--- src/rtl/led_drv_pkg.sv ---
package led_drv_pkg;
  localparam int CORR_W = 6;
  localparam int BRT_W  = 8;
  localparam int PROD_W = CORR_W + BRT_W;

  function automatic logic [PROD_W-1:0] corr_mul(input logic [CORR_W-1:0] c,
                                                 input logic [BRT_W-1:0] b);
    logic [PROD_W-1:0] cw, bw;
    cw = {{BRT_W{1'b0}}, c};
    bw = {{CORR_W{1'b0}}, b};
    return cw * bw;
  endfunction
endpackage

--- src/rtl/led_pin_sync.sv ---
module led_pin_sync #(
  parameter int W = 1,
  parameter int STAGES = 2,
  parameter logic [W-1:0] RST_VAL = '0
) (
  input  logic         clk,
  input  logic         rst_n,
  input  logic [W-1:0] pin_in,
  output logic [W-1:0] pin_sync
);
  logic [W-1:0] stage_q [STAGES];

  always_ff @(posedge clk or negedge rst_n) begin
    if (!rst_n) begin
      for (int i = 0; i < STAGES; i++) stage_q[i] <= RST_VAL;
    end else begin
      stage_q[0] <= pin_in;
      for (int i = 1; i < STAGES; i++) stage_q[i] <= stage_q[i-1];
    end
  end

  assign pin_sync = stage_q[STAGES-1];
endmodule

--- src/rtl/led_shift_banks.sv ---
module led_shift_banks #(
  parameter int NCH = 24
) (
  input  logic clk,
  input  logic rst_n,
  input  logic shift_en,
  input  logic sel,
  input  logic din,
  output logic [NCH*led_drv_pkg::CORR_W-1:0] bank0,
  output logic [NCH*led_drv_pkg::BRT_W-1:0]  bank1,
  output logic msb0,
  output logic msb1,
  output logic sdo
);
  localparam int L0 = NCH * led_drv_pkg::CORR_W;
  localparam int L1 = NCH * led_drv_pkg::BRT_W;

  assign msb0 = bank0[L0-1];
  assign msb1 = bank1[L1-1];

  always_ff @(posedge clk or negedge rst_n) begin
    if (!rst_n) begin
      bank0 <= '0;
      bank1 <= '0;
      sdo   <= 1'b0;
    end else if (shift_en) begin
      if (sel) begin
        sdo   <= msb1;
        bank1 <= {bank1[L1-2:0], din};
      end else begin
        sdo   <= msb0;
        bank0 <= {bank0[L0-2:0], din};
      end
    end
  end
endmodule

--- src/rtl/led_chan_core.sv ---
module led_chan_core #(
  parameter int NCH = 24
) (
  input  logic clk,
  input  logic rst_n,
  input  logic [NCH*led_drv_pkg::CORR_W-1:0] bank0,
  input  logic [NCH*led_drv_pkg::BRT_W-1:0]  bank1,
  input  logic lat_s,
  input  logic drv_rst_s,
  input  logic en_s,
  output logic [NCH*led_drv_pkg::PROD_W-1:0] latched,
  output logic [NCH*led_drv_pkg::PROD_W-1:0] level,
  output logic [NCH-1:0] pwm,
  output logic lat_fall,
  output logic out_active
);
  import led_drv_pkg::*;

  logic lat_prev;
  logic [PROD_W-1:0] pwm_cnt;

  assign lat_fall   = drv_rst_s & lat_prev & ~lat_s;
  assign out_active = drv_rst_s & ~en_s;

  always_ff @(posedge clk or negedge rst_n) begin
    if (!rst_n) begin
      lat_prev <= 1'b1;
      pwm_cnt  <= '0;
    end else begin
      lat_prev <= drv_rst_s ? lat_s : 1'b1;
      pwm_cnt  <= pwm_cnt + 1'b1;
    end
  end

  for (genvar n = 0; n < NCH; n++) begin : g_chan
    always_ff @(posedge clk or negedge rst_n) begin
      if (!rst_n)
        latched[n*PROD_W +: PROD_W] <= '0;
      else if (lat_fall)
        latched[n*PROD_W +: PROD_W] <= corr_mul(bank0[n*CORR_W +: CORR_W],
                                                bank1[n*BRT_W +: BRT_W]);
    end
    assign level[n*PROD_W +: PROD_W] = out_active ? latched[n*PROD_W +: PROD_W] : '0;
    assign pwm[n] = out_active & (pwm_cnt < latched[n*PROD_W +: PROD_W]);
  end
endmodule

--- src/rtl/led_colbank_drv.sv ---
module led_colbank_drv #(
  parameter int NCH = 24,
  parameter int SYNC_STAGES = 2
) (
  input  logic clk,
  input  logic rst_n,
  input  logic sdi,
  input  logic sck,
  input  logic bank_sel,
  input  logic lat_n,
  input  logic drv_rst_n,
  input  logic en_n,
  output logic sdo,
  output logic [NCH*led_drv_pkg::PROD_W-1:0] chan_latched,
  output logic [NCH*led_drv_pkg::PROD_W-1:0] chan_level,
  output logic [NCH-1:0] pwm_out
);
  import led_drv_pkg::*;

  localparam int NPIN = 6;

  logic [NPIN-1:0] pins_raw, pins_s;
  logic sdi_s, sck_s, sel_s, lat_s, drv_rst_s, en_s;
  logic sck_prev, sck_rise;
  logic msb0, msb1, lat_fall, out_active;
  logic [NCH*CORR_W-1:0] bank0;
  logic [NCH*BRT_W-1:0]  bank1;

  assign pins_raw = {en_n, drv_rst_n, lat_n, bank_sel, sck, sdi};
  assign {en_s, drv_rst_s, lat_s, sel_s, sck_s, sdi_s} = pins_s;

  led_pin_sync #(.W(NPIN), .STAGES(SYNC_STAGES), .RST_VAL(6'b111000)) u_sync (
    .clk(clk), .rst_n(rst_n), .pin_in(pins_raw), .pin_sync(pins_s));

  always_ff @(posedge clk or negedge rst_n) begin
    if (!rst_n) sck_prev <= 1'b0;
    else        sck_prev <= sck_s;
  end
  assign sck_rise = sck_s & ~sck_prev;

  led_shift_banks #(.NCH(NCH)) u_banks (
    .clk(clk), .rst_n(rst_n), .shift_en(sck_rise), .sel(sel_s), .din(sdi_s),
    .bank0(bank0), .bank1(bank1), .msb0(msb0), .msb1(msb1), .sdo(sdo));

  led_chan_core #(.NCH(NCH)) u_core (
    .clk(clk), .rst_n(rst_n), .bank0(bank0), .bank1(bank1),
    .lat_s(lat_s), .drv_rst_s(drv_rst_s), .en_s(en_s),
    .latched(chan_latched), .level(chan_level), .pwm(pwm_out),
    .lat_fall(lat_fall), .out_active(out_active));
endmodule

--- config.mk ---
export PLATFORM = sky130hd
export DESIGN_NAME = led_colbank_drv
export DESIGN_NICKNAME = d
export VERILOG_FILES = /design/src/rtl/led_drv_pkg.sv /design/src/rtl/led_pin_sync.sv /design/src/rtl/led_shift_banks.sv /design/src/rtl/led_chan_core.sv /design/src/rtl/led_colbank_drv.sv
export SDC_FILE = /design/constraint.sdc
export NUM_CORES = 2
export LEC_CHECK = 0
export BUFFER_PORTS_ARGS = -buffer_cell sky130_fd_sc_hd__buf_4
export CORE_MARGIN = 2
export CORE_UTILIZATION = 45
export CTS_CLUSTER_SIZE = 16
export DETAILED_ROUTE_END_ITERATION = 8
export SYNTH_ARGS = -nofsm -noshare
export SYNTH_HDL_FRONTEND = slang
export SYNTH_SLANG_ARGS = --single-unit
--- constraint.sdc ---
create_clock -name clk -period 6 [get_ports clk]
set_input_delay 1.2 -clock clk [delete_from_list [all_inputs] [get_ports clk]]
set_output_delay 1.2 -clock clk [all_outputs]
set_load 0.1 [all_outputs]
==> impl_metrics.env <==
export IMPL_status="finished, final reports clean"
export IMPL_rsz0062_at_grt="no"
export IMPL_synth_distinct_cells=46
export IMPL_worstMarginPinSlew_ns=0.952
export IMPL_yosysWarnings=0
export IMPL_cp_max_fo=12
export IMPL_grt_pass1_vias=56600
export IMPL_yosysSeqAreaShare_pct=25.1
export IMPL_cts_sinks=701
export IMPL_routed_wl_um=207000
export IMPL_insertion_delay_ns=0.69
export IMPL_reg2reg_slack_ns=1.85
export IMPL_vias=55600
export IMPL_internal_power_w=0.00945
export IMPL_worstReg2RegEnd="u_core.latched[41]$_DFFE_PN0P_"
export IMPL_path_clk_slew_ns=0.06
export IMPL_boundaryPins=705
export IMPL_ys_seq_elements=701
export IMPL_antenna_found_initial=2
export IMPL_arrival_ns=3.75
export IMPL_post_place_ws_ns=1.78
export IMPL_seqPwrFrac_pct=37.7
export IMPL_fp_dieW_um=398
export IMPL_final_common_cell="inv_1"
export IMPL_ir_drop_mv=0.268
export IMPL_antenna_left=0
export IMPL_finalWorstSetupSlack_ns=1.05
export IMPL_cts_resized=0
export IMPL_dieArea_um2=159000
export IMPL_synth_nets=9154
export IMPL_fin_worst_skew_ns=0.0306
export IMPL_p_sw_w=0.00377
export IMPL_clockBufferDepth=3
export IMPL_worstSetupPathType="flop to output port"
export IMPL_avgSynthCellArea_um2=9.07
export IMPL_drc_errors=0
export IMPL_numCtsBuffers=91
export IMPL_track_usage_pct=26.2
export IMPL_routedWlPerCell_um=19.8
export IMPL_synth_edf_count=0
export IMPL_power_density_nw_per_um2=163
export IMPL_setup_viol=0
export IMPL_cts_hold_buf=0
export IMPL_grt_pass1_wl_um=325000
export IMPL_endpoint="pwm_out[11]"
export IMPL_first_pass_iters=6
export IMPL_drt_iter0_markers=2731
export IMPL_drv_slew=0
export IMPL_grt_overflow=0
export IMPL_cts_root_buf="clkbuf_16"
export IMPL_fin_setup_tns_ns=0
export IMPL_p_clk_share_pct=48.0
export IMPL_synthArstFlopShare_pct=100
export IMPL_syn_inst=7705
export IMPL_rr_worst_depth=12
export IMPL_min_period_ns=4.95
export IMPL_r2r_start="u_banks.bank0[17]$_DFFE_PN0P_"
export IMPL_crit_path_start_kind="flop"
export IMPL_synth_main_ff_cell="dfrtp_1"
export IMPL_final_cell_mix="1,248 x inv_1, 844 x and2_1, 841 x ha_1, 752 x buf_4, 691 x nand2_1"
export IMPL_hold_path_class="flop to flop"
export IMPL_gp_congestion=0.903
export IMPL_cap_violations=0
export IMPL_syn2layout_area_growth_pct=15.7
export IMPL_vias_per_cell=5.33
export IMPL_end_kind="output port"
export IMPL_fin_crit_sh_pct=82.5
export IMPL_final_layout_size_suffix_gt1_share_pct=16.0
export IMPL_die_h_um=398
export IMPL_holdPathStages=0
export IMPL_leakage_nw=42.5
export IMPL_post_cts_setup_buffer_count=0
export IMPL_syn_area_um2=69900
export IMPL_hold_violations=0
export IMPL_slew_headroom_pct=36.6
export IMPL_fmax_ghz=0.202
export IMPL_placement_io_buffers=704
export IMPL_dp_final_hpwl_um=158000
export IMPL_fin_nets=9750
export IMPL_share_comb_of_total_power_pct=14.3
export IMPL_startpoint="u_core.pwm_cnt[7]$_DFF_PN0_"
export IMPL_coreArea_um2=154000
export IMPL_switching_share_pct=28.5
export IMPL_tritoncts="done"
export IMPL_num_rows=144
export IMPL_start_util_pct=45.3
export IMPL_critical_path_required_ns=4.80
export IMPL_htree_levels=3
export IMPL_grt_max_degree=162
-- logic make-up after synthesis --
| family | share of synthesized area, % |
|---|---|
| compound gates | 8.66 |
| xor+xnor | 1.20 |
| fa+ha+maj | 32.2 |
| buf+inv | 8.22 |
| flops | 25.1 |
| mux | 5.80 |
| simple gates | 18.8 |
-- worst min-delay path by stage --
stage                                           start                           end  slack [ns]
after floorplan           u_sync.stage_q[6]$_DFF_PN0_  u_sync.pin_sync[0]$_DFF_PN0_        0.33
after global placement    u_sync.stage_q[8]$_DFF_PN0_  u_sync.pin_sync[2]$_DFF_PN0_        0.33
after detailed placement  u_sync.stage_q[7]$_DFF_PN0_  u_sync.pin_sync[1]$_DFF_PN0_        0.34
after CTS                 u_sync.stage_q[7]$_DFF_PN0_  u_sync.pin_sync[1]$_DFF_PN0_        0.35
after global routing      u_sync.stage_q[9]$_DFF_PN1_  u_sync.pin_sync[3]$_DFF_PN1_        0.36
final                     u_sync.stage_q[7]$_DFF_PN0_  u_sync.pin_sync[1]$_DFF_PN0_        0.35
-- area by class of cell --
type                            instances  area (µm²)
Fill cell                           14400       73400
Multi-Input combinational cell       5493       46700
Sequential cell                       701       17600
Timing Repair Buffer                  766        5920
Inverter                             1248        4680
Clock buffer                          121        2610
Tap cell                             2044        2560
Clock inverter                         48         853
Antenna cell                            3        7.51
-- power groups by stage --
stage	clock network, W	registers (W)	logic [W]
after CTS	0.00651	0.00498	0.00192
after floorplan	0	0.00525	0.00118
after global placement	0	0.00507	0.00188
after detailed placement	0	0.00507	0.00191
final	0.00634	0.00499	0.00189
after global routing	0.00670	0.00501	0.00212
-- flip-flops by register name (all words and copies together), names as in the netlist --
signal           flops
u_banks.sdo          1
sck_prev             1
u_banks.bank0      144
u_sync.stage_q       6
u_banks.bank1      192
u_core.pwm_cnt      14
u_sync.pin_sync      6
u_core.latched     336
u_core.lat_prev      1
-- through the flow --
step | instance area (µm²) | power (W) | utilization, % | hold WS [ns] | cells
finish | 80900 | 0.0132 | 52.4 | 0.352 | 10400
global route | 80900 | 0.0138 | 52.4 | 0.361 | 10400
CTS | 80900 | 0.0134 | 52.4 | 0.352 | 10400
detailed placement | 77400 | 0.00698 | 50.2 | 0.339 | 10300
global placement | 77400 | 0.00695 | 50.2 | 0.335 | 10300
floorplan | 69900 | 0.00643 | - | 0.331 | 7705
-- worst max-delay path: stages (launching register included) --
cell and delay [ns]:
dfrtp_2 0.85, buf_4 0.37, buf_4 0.34, ha_1 0.31, a211oi_1 0.22, nor2_1 0.09, nor4_1 0.35, o211a_1 0.22
buf_4 0.29
-- per-layer routing --
layer | track usage, % | vias up | routed length (µm) | part of all wire [%]
li1 | - | 26300 | - | -
met3 | 3.44 | 332 | 10200 | 4.9
met1 | 35.0 | 27800 | 91100 | 44
met5 | 0 | - | 0 | 0
met2 | 43.3 | 1189 | 97500 | 47
met4 | 9.70 | 0 | 7800 | 3.8
-- cells in the mapped netlist, drive strengths merged (27+ instances only) --
library cell  count  area [µm²]
nand2b           80         508
clkbuf          207         777
o211ai           92         691
fa              600       12000
nand4           128         801
mux2i            27         270
nor3             98         490
buf              56         288
o21ai           295        1480
mux2            336        3780
nor2            453        1700
xnor2            36         315
a21oi           339        1700
ha              841       10500
dfrtp           694       17400
and2            844        5280
nand3           154         771
nand2           691        2590
inv            1248        4680
xor2             60         526
and3             52         325
o21a             64         480
a21o             57         428
a31o             32         280
(Power assumes the default switching activity.)
